`config.mk`:
```
export PLATFORM = sky130hd
export DESIGN_NAME = eth_tx_finisher
export DESIGN_NICKNAME = d
export VERILOG_FILES = /design/src/rtl/eth_fin_pkg.sv /design/src/rtl/fin_crc.sv /design/src/rtl/fin_fcs_sel.sv /design/src/rtl/fin_ctrl.sv /design/src/rtl/eth_tx_finisher.sv
export SDC_FILE = /design/constraint.sdc
export NUM_CORES = 1
export LEC_CHECK = 0
export BUFFER_PORTS_ARGS = -buffer_cell sky130_fd_sc_hd__buf_4
export CAP_MARGIN = 10
export CORE_UTILIZATION = 50
export CTS_CLUSTER_DIAMETER = 40
export DETAILED_ROUTE_END_ITERATION = 16
export GPL_TIMING_DRIVEN = 0
export PLACE_DENSITY = 0.69
export RECOVER_POWER = 100
export SYNTH_ARGS = -nofsm -noshare
export SYNTH_HDL_FRONTEND = slang
export SYNTH_SLANG_ARGS = --single-unit
```
`constraint.sdc`:
```
create_clock -name clk_i -period 2.9 [get_ports clk_i]
set_clock_uncertainty 0.2 [all_clocks]
set_input_delay 0.58 -clock clk_i [delete_from_list [all_inputs] [get_ports clk_i]]
set_output_delay 0.58 -clock clk_i [all_outputs]
set_load 0.05 [all_outputs]
```
`src/rtl/eth_fin_pkg.sv`:
```
package eth_fin_pkg;
  localparam int unsigned BYTE_W    = 8;
  localparam int unsigned CRC_W     = 32;
  localparam int unsigned FCS_BYTES = CRC_W / BYTE_W;
  localparam logic [CRC_W-1:0] CRC_POLY = 32'h04C1_1DB7;
  localparam logic [CRC_W-1:0] CRC_SEED = '1;

  typedef enum logic [1:0] {
    ST_BODY,
    ST_PAD,
    ST_FCS,
    ST_GAP
  } fin_state_e;

  // MSB-first register, data bits fed LSB first
  function automatic logic [CRC_W-1:0] crc_step(input logic [CRC_W-1:0] c,
                                                input logic [BYTE_W-1:0] d);
    logic [CRC_W-1:0] r;
    logic fb;
    r = c;
    for (int i = 0; i < BYTE_W; i++) begin
      fb = r[CRC_W-1] ^ d[i];
      r  = {r[CRC_W-2:0], 1'b0};
      if (fb) r = r ^ CRC_POLY;
    end
    return r;
  endfunction
endpackage

```
`src/rtl/fin_crc.sv`:
```
module fin_crc
  import eth_fin_pkg::*;
(
  input  logic              clk_i,
  input  logic              rst_ni,
  input  logic              clr_i,
  input  logic              en_i,
  input  logic [BYTE_W-1:0] byte_i,
  output logic [CRC_W-1:0]  crc_o
);
  logic [CRC_W-1:0] crc_q;

  always_ff @(posedge clk_i or negedge rst_ni) begin
    if (!rst_ni)     crc_q <= CRC_SEED;
    else if (clr_i)  crc_q <= CRC_SEED;
    else if (en_i)   crc_q <= crc_step(crc_q, byte_i);
  end

  assign crc_o = crc_q;
endmodule

```
`src/rtl/fin_fcs_sel.sv`:
```
module fin_fcs_sel
  import eth_fin_pkg::*;
#(
  parameter int unsigned NBYTES = FCS_BYTES,
  localparam int unsigned IDX_W = (NBYTES > 1) ? $clog2(NBYTES) : 1
) (
  input  logic [NBYTES*BYTE_W-1:0] crc_i,
  input  logic [IDX_W-1:0]         idx_i,
  output logic [BYTE_W-1:0]        byte_o
);
  logic [BYTE_W-1:0] lane [NBYTES];
  logic [BYTE_W-1:0] sel;
  logic [IDX_W-1:0]  lane_idx;

  for (genvar b = 0; b < NBYTES; b++) begin : g_lane
    assign lane[b] = crc_i[b*BYTE_W +: BYTE_W];
  end

  // first emitted byte comes from the top lane
  assign lane_idx = IDX_W'(NBYTES - 1) - idx_i;
  assign sel      = lane[lane_idx];

  for (genvar k = 0; k < BYTE_W; k++) begin : g_rev
    assign byte_o[k] = ~sel[BYTE_W-1-k];
  end
endmodule

```
`src/rtl/fin_ctrl.sv`:
```
module fin_ctrl
  import eth_fin_pkg::*;
#(
  parameter int unsigned MIN_BODY = 60,
  parameter int unsigned NFCS     = FCS_BYTES,
  localparam int unsigned CNT_W   = $clog2(MIN_BODY + 1),
  localparam int unsigned IDX_W   = (NFCS > 1) ? $clog2(NFCS) : 1
) (
  input  logic             clk_i,
  input  logic             rst_ni,
  input  logic             in_valid_i,
  input  logic             in_last_i,
  output logic             ready_o,
  output logic             take_o,
  output logic             pad_o,
  output logic             fcs_o,
  output logic [IDX_W-1:0] fcs_idx_o,
  output logic             clr_o
);
  fin_state_e       state_q, state_d;
  logic [CNT_W-1:0] cnt_q, cnt_d, cnt_inc;
  logic [IDX_W-1:0] idx_q, idx_d;
  logic             full;

  assign ready_o = (state_q == ST_BODY);
  assign take_o  = ready_o && in_valid_i;
  assign pad_o   = (state_q == ST_PAD);
  assign fcs_o   = (state_q == ST_FCS);
  assign clr_o   = (state_q == ST_GAP);
  assign fcs_idx_o = idx_q;

  // saturating length count, only the minimum matters
  assign cnt_inc = (cnt_q == CNT_W'(MIN_BODY)) ? cnt_q : cnt_q + 1'b1;
  assign full    = (cnt_inc == CNT_W'(MIN_BODY));

  always_comb begin
    state_d = state_q;
    cnt_d   = cnt_q;
    idx_d   = idx_q;
    unique case (state_q)
      ST_BODY: if (take_o) begin
        cnt_d = cnt_inc;
        idx_d = '0;
        if (in_last_i) state_d = full ? ST_FCS : ST_PAD;
      end
      ST_PAD: begin
        cnt_d = cnt_inc;
        if (full) state_d = ST_FCS;
      end
      ST_FCS: begin
        idx_d = idx_q + 1'b1;
        if (idx_q == IDX_W'(NFCS - 1)) state_d = ST_GAP;
      end
      ST_GAP: begin
        cnt_d   = '0;
        state_d = ST_BODY;
      end
      default: state_d = ST_BODY;
    endcase
  end

  always_ff @(posedge clk_i or negedge rst_ni) begin
    if (!rst_ni) begin
      state_q <= ST_BODY;
      cnt_q   <= '0;
      idx_q   <= '0;
    end else begin
      state_q <= state_d;
      cnt_q   <= cnt_d;
      idx_q   <= idx_d;
    end
  end
endmodule

```
`src/rtl/eth_tx_finisher.sv`:
```
module eth_tx_finisher
  import eth_fin_pkg::*;
#(
  parameter int unsigned MIN_BODY = 60
) (
  input  logic              clk_i,
  input  logic              rst_ni,
  input  logic              in_valid_i,
  input  logic [BYTE_W-1:0] in_data_i,
  input  logic              in_last_i,
  output logic              in_ready_o,
  output logic              out_en_o,
  output logic [BYTE_W-1:0] out_data_o
);
  localparam int unsigned IDX_W = (FCS_BYTES > 1) ? $clog2(FCS_BYTES) : 1;

  logic              take, pad, fcs, clr;
  logic [IDX_W-1:0]  fcs_idx;
  logic [CRC_W-1:0]  crc;
  logic [BYTE_W-1:0] crc_byte, fcs_byte;
  logic              out_en_q;
  logic [BYTE_W-1:0] out_data_q;

  fin_ctrl #(.MIN_BODY(MIN_BODY), .NFCS(FCS_BYTES)) u_ctrl (
    .clk_i     (clk_i),
    .rst_ni    (rst_ni),
    .in_valid_i(in_valid_i),
    .in_last_i (in_last_i),
    .ready_o   (in_ready_o),
    .take_o    (take),
    .pad_o     (pad),
    .fcs_o     (fcs),
    .fcs_idx_o (fcs_idx),
    .clr_o     (clr)
  );

  assign crc_byte = pad ? '0 : in_data_i;

  fin_crc u_crc (
    .clk_i (clk_i),
    .rst_ni(rst_ni),
    .clr_i (clr),
    .en_i  (take | pad),
    .byte_i(crc_byte),
    .crc_o (crc)
  );

  fin_fcs_sel #(.NBYTES(FCS_BYTES)) u_sel (
    .crc_i (crc),
    .idx_i (fcs_idx),
    .byte_o(fcs_byte)
  );

  always_ff @(posedge clk_i or negedge rst_ni) begin
    if (!rst_ni) begin
      out_en_q   <= 1'b0;
      out_data_q <= '0;
    end else begin
      out_en_q   <= take | pad | fcs;
      out_data_q <= take ? in_data_i : (fcs ? fcs_byte : '0);
    end
  end

  assign out_en_o   = out_en_q;
  assign out_data_o = out_data_q;
endmodule

```
### After elaboration in Yosys (flattened, before gate mapping)

Index checks and enable logic that the tools add are counted.

| cells by class | value |
|---|---|
| $mul | 0 |
| reduce and logical (&&, ||, !) cells | 8 |
| muxes and demuxes | 41 |
| divide/modulo/power cells | 0 |
| bitwise logic cells | 27 |
| eq/ne operators | 10 |
| order comparisons | 1 |
| shift operators | 0 |
| add/sub/neg operators | 3 |

Operators by type and width:

| cell | number |
|---|---|
| $mux W32 | 16 |
| $mux W27 | 8 |
| $not A14 Y14 | 8 |
| $mux W8 | 5 |
| $pmux W6 S3 | 1 |
| $bmux W8 S2 | 1 |
| $eq A6 B6 Y1 const B | 2 |
| $mux W2 | 6 |
| $mux W6 | 2 |
| $not A1 Y1 | 8 |
| $pmux W2 S4 | 1 |
| $xor A1 B1 Y1 | 8 |
| $add A6 B1 Y6 const B | 1 |
| $eq A2 B2 Y1 const B | 3 |
| $ne A2 B1 Y1 const B | 2 |
| $ne A2 B2 Y1 const B | 2 |
| $pmux W2 S2 | 1 |
| $reduce_and A2 Y1 | 2 |
| $reduce_and A4 Y1 | 1 |
| $reduce_bool A2 Y1 | 2 |
| $ge A3 B3 Y1 const B | 1 |
| $not A2 Y3 | 1 |
| $reduce_bool A3 Y1 | 1 |
| $add A2 B1 Y2 const B | 1 |
| 5 further kinds | 6 |

| storage, ports and cells | value |
|---|---|
| output and inout port bits | 10 |
| word-level logic and storage cells | 96 |
| input bits | 12 |
| register bits | 51 |
| bits in latches | 0 |
| memories kept | 0 |
| RAM bits | 0 |
| ROM bits | 0 |

### Depth between registers and ports, before layout

| logic depth | value |
|---|---|
| word-level depth | 34 |
| gate-level depth with buffers | 10 |
| gate-level depth less buffers | 8 |

### Hierarchy

Synthesis repeated with hierarchy kept, for this count alone.

| second synthesis, totals | value |
|---|---|
| cells, all modules | 296 |
| area, all modules | 3602.2 µm² |

Modules (own cells, without submodules):

| module | cells each | area an instance (µm²) | instances | seq. area each (µm²) |
|---|---|---|---|---|
| fin_crc | 170 | 2252.2 | 1 | 840.8 |
| fin_ctrl | 76 | 726.9 | 1 | 250.2 |
| eth_tx_finisher | 32 | 390.4 | 1 | 225.2 |
| fin_fcs_sel | 18 | 232.7 | 1 | 0.0 |

### Worst setup path before layout

No wires, ideal clock.

| timing | value |
|---|---|
| kind | register -> register |
| start point | reg u_ctrl.state_q[0] |
| end point | reg u_crc.crc_q[14], in the netlist u_crc.crc_o[14] |
| period minus slack after synthesis | 2457 ps |
| stages on the path, launching flop included | 9 |
| setup time | 82 ps |
| required time | 2618 ps |
| data arrival time | 2176 ps |
| slack | 443 ps |
| buffers on the path | 3 |
| cell sequence | dfrtp_1 -> inv_1 -> ha_1 -> and2_1 -> clkbuf_1 -> nor2_1 -> clkbuf_8 -> clkbuf_1 -> o211ai_1 |

| on the way | value |
|---|---|
| elaborated cells between the ends (all ways) | 40 |
| those cells by class | 2 x eq/ne; 25 x mux; 10 x bitwise; 3 x reduce/logical |

RTL lines:

| item | line | source |
|---|---|---|
| start, declared | fin_ctrl.sv:20 | `fin_state_e state_q, state_d;` |
| start signal, assigned | fin_ctrl.sv:68 | `state_q <= state_d;` |
| $logic_not A2 Y1 | fin_ctrl.sv:25 | `assign ready_o = (state_q == ST_BODY);` |
| via in_ready_o | eth_tx_finisher.sv:11 | `output logic in_ready_o,` |
| $logic_and A1 B1 Y1 | fin_ctrl.sv:26 | `assign take_o = ready_o && in_valid_i;` |
| $or A1 B1 Y1 | eth_tx_finisher.sv:43 | `.en_i (take \| pad),` |
| $reduce_bool A2 Y1 (no line) | - |  |
| end signal, assigned | fin_crc.sv:16 | `else if (en_i) crc_q <= crc_step(crc_q, byte_i);` |
| end, declared | fin_crc.sv:11 | `logic [CRC_W-1:0] crc_q;` |

The timed path passes the listed nets, and every way through them passes these cells. The select of a mux whose other input is x is not followed.
A chain may end at the register's enable or synchronous reset.

### Worst setup path after layout

| timing | value |
|---|---|
| start point | reg u_ctrl.state_q[1] |
| end point | reg u_crc.crc_q[8], in the netlist u_crc.crc_o[8] |

| on the way | value |
|---|---|
| word-level cells in the longest chain between the ends | 32 |
| elaborated cells between the ends (all ways) | 42 |
| those cells by class | 2 x eq/ne; 25 x mux; 12 x bitwise; 3 x reduce/logical |

Ends and longest elaborated chain:

| item | line | source |
|---|---|---|
| $eq A2 B1 Y1 | fin_ctrl.sv:27 | `assign pad_o = (state_q == ST_PAD);` |
| $mux W8 | eth_tx_finisher.sv:37 | `assign crc_byte = pad ? '0 : in_data_i;` |
| $xor A1 B1 Y1 | eth_fin_pkg.sv:22 | `fb = r[CRC_W-1] ^ d[i];` |
| $mux W27 | eth_fin_pkg.sv:24 | `if (fb) r = r ^ CRC_POLY;` |
| $mux W32 | fin_crc.sv:16 |  |
| $mux W32 | fin_crc.sv:15 | `else if (clr_i) crc_q <= CRC_SEED;` |
| $not A14 Y14 (no line) | - |  |
| $mux W27 | eth_fin_pkg.sv:24 |  |
| [... 16 more ...] | - |  |
| $not A14 Y14 (no line) | - |  |
| $mux W27 | eth_fin_pkg.sv:24 |  |
| $mux W32 | fin_crc.sv:16 |  |
| $mux W32 | fin_crc.sv:15 |  |
| $not A14 Y14 (no line) | - |  |
| $mux W27 | eth_fin_pkg.sv:24 |  |
| $mux W32 | fin_crc.sv:16 |  |
| $mux W32 | fin_crc.sv:15 |  |

Several ways; a longest one is shown, not always the timed one. The select of a mux whose other input is x is not followed.

==> flow_summary.json <==
{
  "ant_nets": 0,
  "core_mm2": 0.00679,
  "cp-end-kind": "register",
  "num_antenna_cells": 0,
  "hpwlAfterDp_um": 5730,
  "cts_resized": 0,
  "io_pins": 22,
  "n_fill_cell": 602,
  "syn_area_per_cell_um2": 10.5,
  "area_delta_synth_final_pct": 9.51,
  "ys_warn_count": 0,
  "yosysSeqAreaShare": 0.373,
  "finalHoldViolCount": 0,
  "slew_viol_final": 0,
  "crit_fanout": 9,
  "place.gp.congestion": 0.822,
  "netlist_area_mm2": 0.00353,
  "period_needed_ns": 2.74,
  "port_buffers": 21,
  "rsz0062_at_grt": "no",
  "cts_setup_buffers": 0,
  "grt_max_degree": 52,
  "status": "completed",
  "arrival_ns": 2.79,
  "drive_gt1_frac": 0.222,
  "drt_pass1_iterations": 5,
  "start_util": 0.519,
  "worst_setup_path_start_kind": "register",
  "die_y_um": 86.0,
  "grt_overflow_total": 0,
  "final-setup-viol-count": 0,
  "relSlewSlack": 0.145,
  "multi_input_area_mm2": 0.00207,
  "antenna_found_initial": 0,
  "synthArstFlopShare": 1.00,
  "synth_fp_nets": 356,
  "clock_latency_ns": 0.33,
  "cp.required_ns": 2.96,
  "synthCells": 336,
  "num_rows": 30,
  "yosys_most_used_dff": "dfstp_2",
  "grt_pass1_vias": 2541,
  "ys_ff_latch": 51,
  "wl_per_cell_um": 18.3,
  "post-route-period-util": 0.944,
  "seqCellArea_mm2": 0.00132,
  "synth_edf_count": 0,
  "worst-setup-path-type": "register to register",
  "root_buffer": "clkbuf_8",
  "nNetsFinal": 384,
  "cts_tree": "built",
  "cts_buffer_depth": 2,
  "netlist-cell-type-count": 47,
  "die_w_um": 86.0,
  "dieArea_mm2": 0.00739,
  "tns_ns": 0,
  "cts_max_level": 2,
  "holdBufCountCts": 0,
  "worst_pin_slew_ns": 1.28,
  "cts.sinks": 51,
  "initialDrtViolationCount": 222,
  "via_per_inst": 5.59,
  "drc": 0,
  "drv_cap": 0,
  "track_usage": 0.248,
  "dr_total_vias": 2575,
  "max_freq_mhz": 365,
  "wirelength_um": 8430,
  "grt_pass1_wl_um": 13700,
  "clk_pin_slew_ns": 0.12,
  "cts_buffers": 5,
  "min_path_type": "input port to register"
}
-- final cells by class --
class                   count  area share
repair buffers             21      0.0305
flip-flops and latches     51       0.341
clock buffers               5      0.0178
clock inverters             3     0.00680
inverters                   7     0.00680
well taps                  96      0.0311
multi-input cells         261       0.536
plain buffers              17      0.0298
-- cells in the mapped netlist (all sizes together), types with 5 or more instances --
| cell | n | area [µm²] |
|---|---|---|
| inv | 6 | 22.5 |
| o211ai | 14 | 105 |
| o21ai | 28 | 140 |
| a21oi | 15 | 75.1 |
| mux4 | 8 | 184 |
| ha | 8 | 100 |
| dfstp | 32 | 841 |
| nor2b | 7 | 53.8 |
| buf | 5 | 36.3 |
| xnor3 | 9 | 205 |
| xor2 | 22 | 200 |
| clkbuf | 12 | 75.1 |
| nand2b | 5 | 31.3 |
| dfrtp | 19 | 475 |
| nand3 | 5 | 25.0 |
| xnor2 | 49 | 459 |
| nor2 | 35 | 134 |
| nand2 | 28 | 105 |
-- layout by cell type, fill, tap and decap left out, types with 10 or more instances in the layout --
master     n
xnor2_1   45
nor2_1    34
dfstp_2   32
nand2_1   28
o21ai_0   24
xor2_1    21
dfrtp_1   19
clkbuf_1  17
a21oi_1   15
o211ai_1  14
buf_4     10
-- critical path: stages (launching register included) --
cell     delay (ns)
dfrtp_1        0.43
inv_1          0.12
ha_1           0.17
buf_6          0.16
nor2_1         0.07
xnor2_1        0.74
xnor2_2        0.22
xnor3_1        0.38
o21ai_0        0.17
-- worst paths after layout --
path / to / slack (ns) / startpoint / cells past startpoint
setup / recovery: u_crc.crc_o[8]$_DFFE_PN1P_ / 0.16 / u_ctrl.state_q[1]$_DFFE_PN0P_ / 8
hold / removal: out_data_o[5]$_DFF_PN0_ / 0.29 / in_data_i[5] / 3
setup reg to reg: u_crc.crc_o[8]$_DFFE_PN1P_ / 0.16 / u_ctrl.state_q[1]$_DFFE_PN0P_ / 8
hold reg to reg: u_crc.crc_o[23]$_DFFE_PN1P_ / 0.32 / u_crc.crc_o[23]$_DFFE_PN1P_ / 2
max in group asynchronous: out_data_o[6]$_DFF_PN0_ / 1.39 / rst_ni / 1
min in group asynchronous: out_data_o[4]$_DFF_PN0_ / 0.32 / rst_ni / 1
-- through the flow --
| step | worst slack [ns] | hold slack [ns] | std cells | cell area [µm²] | util |
|---|---|---|---|---|---|
| 5_1_grt | 0.0172 | 0.316 | 461 | 3860 | 0.569 |
| 2_1_floorplan | 0.443 | 0.0844 | 336 | 3530 | - |
| 6_report | 0.161 | 0.286 | 461 | 3860 | 0.569 |
| 4_1_cts | 0.106 | 0.101 | 461 | 3900 | 0.574 |
| 3_3_place_gp | 0.145 | 0.297 | 453 | 3800 | 0.560 |
| 3_5_place_dp | 0.134 | 0.306 | 453 | 3800 | 0.560 |
-- cell families after synthesis --
logic type,after synthesis,synth area share
AO/OA/AOI/OAI,69,0.120
XOR/XNOR,83,0.265
adder cells (fa/ha/maj),8,0.0284
buffers and inverters,24,0.0390
flip-flops,51,0.373
multiplexers,8,0.0521
AND/OR/NAND/NOR,93,0.122
-- routing by layer --
metal / wire length [µm] / vias to the layer above / share of wire / track usage
li1: - / 1206 / - / -
met1: 3770 / 1265 / 0.45 / 0.350
met2: 3950 / 90 / 0.47 / 0.392
met3: 540 / 14 / 0.064 / 0.0433
met4: 170 / 0 / 0.020 / 0.0727
met5: 0 / - / 0 / 0
-- sequential cells by signal (all words and copies together), names as in the netlist --
name              flops
u_ctrl.cnt_q          6
u_crc.crc_o          32
out_en_o              1
u_ctrl.fcs_idx_o      2
out_data_o            8
u_ctrl.state_q        2
Power is not shown: default switching activity piles up to over one toggle a cycle in this logic, so the estimate is an artifact.
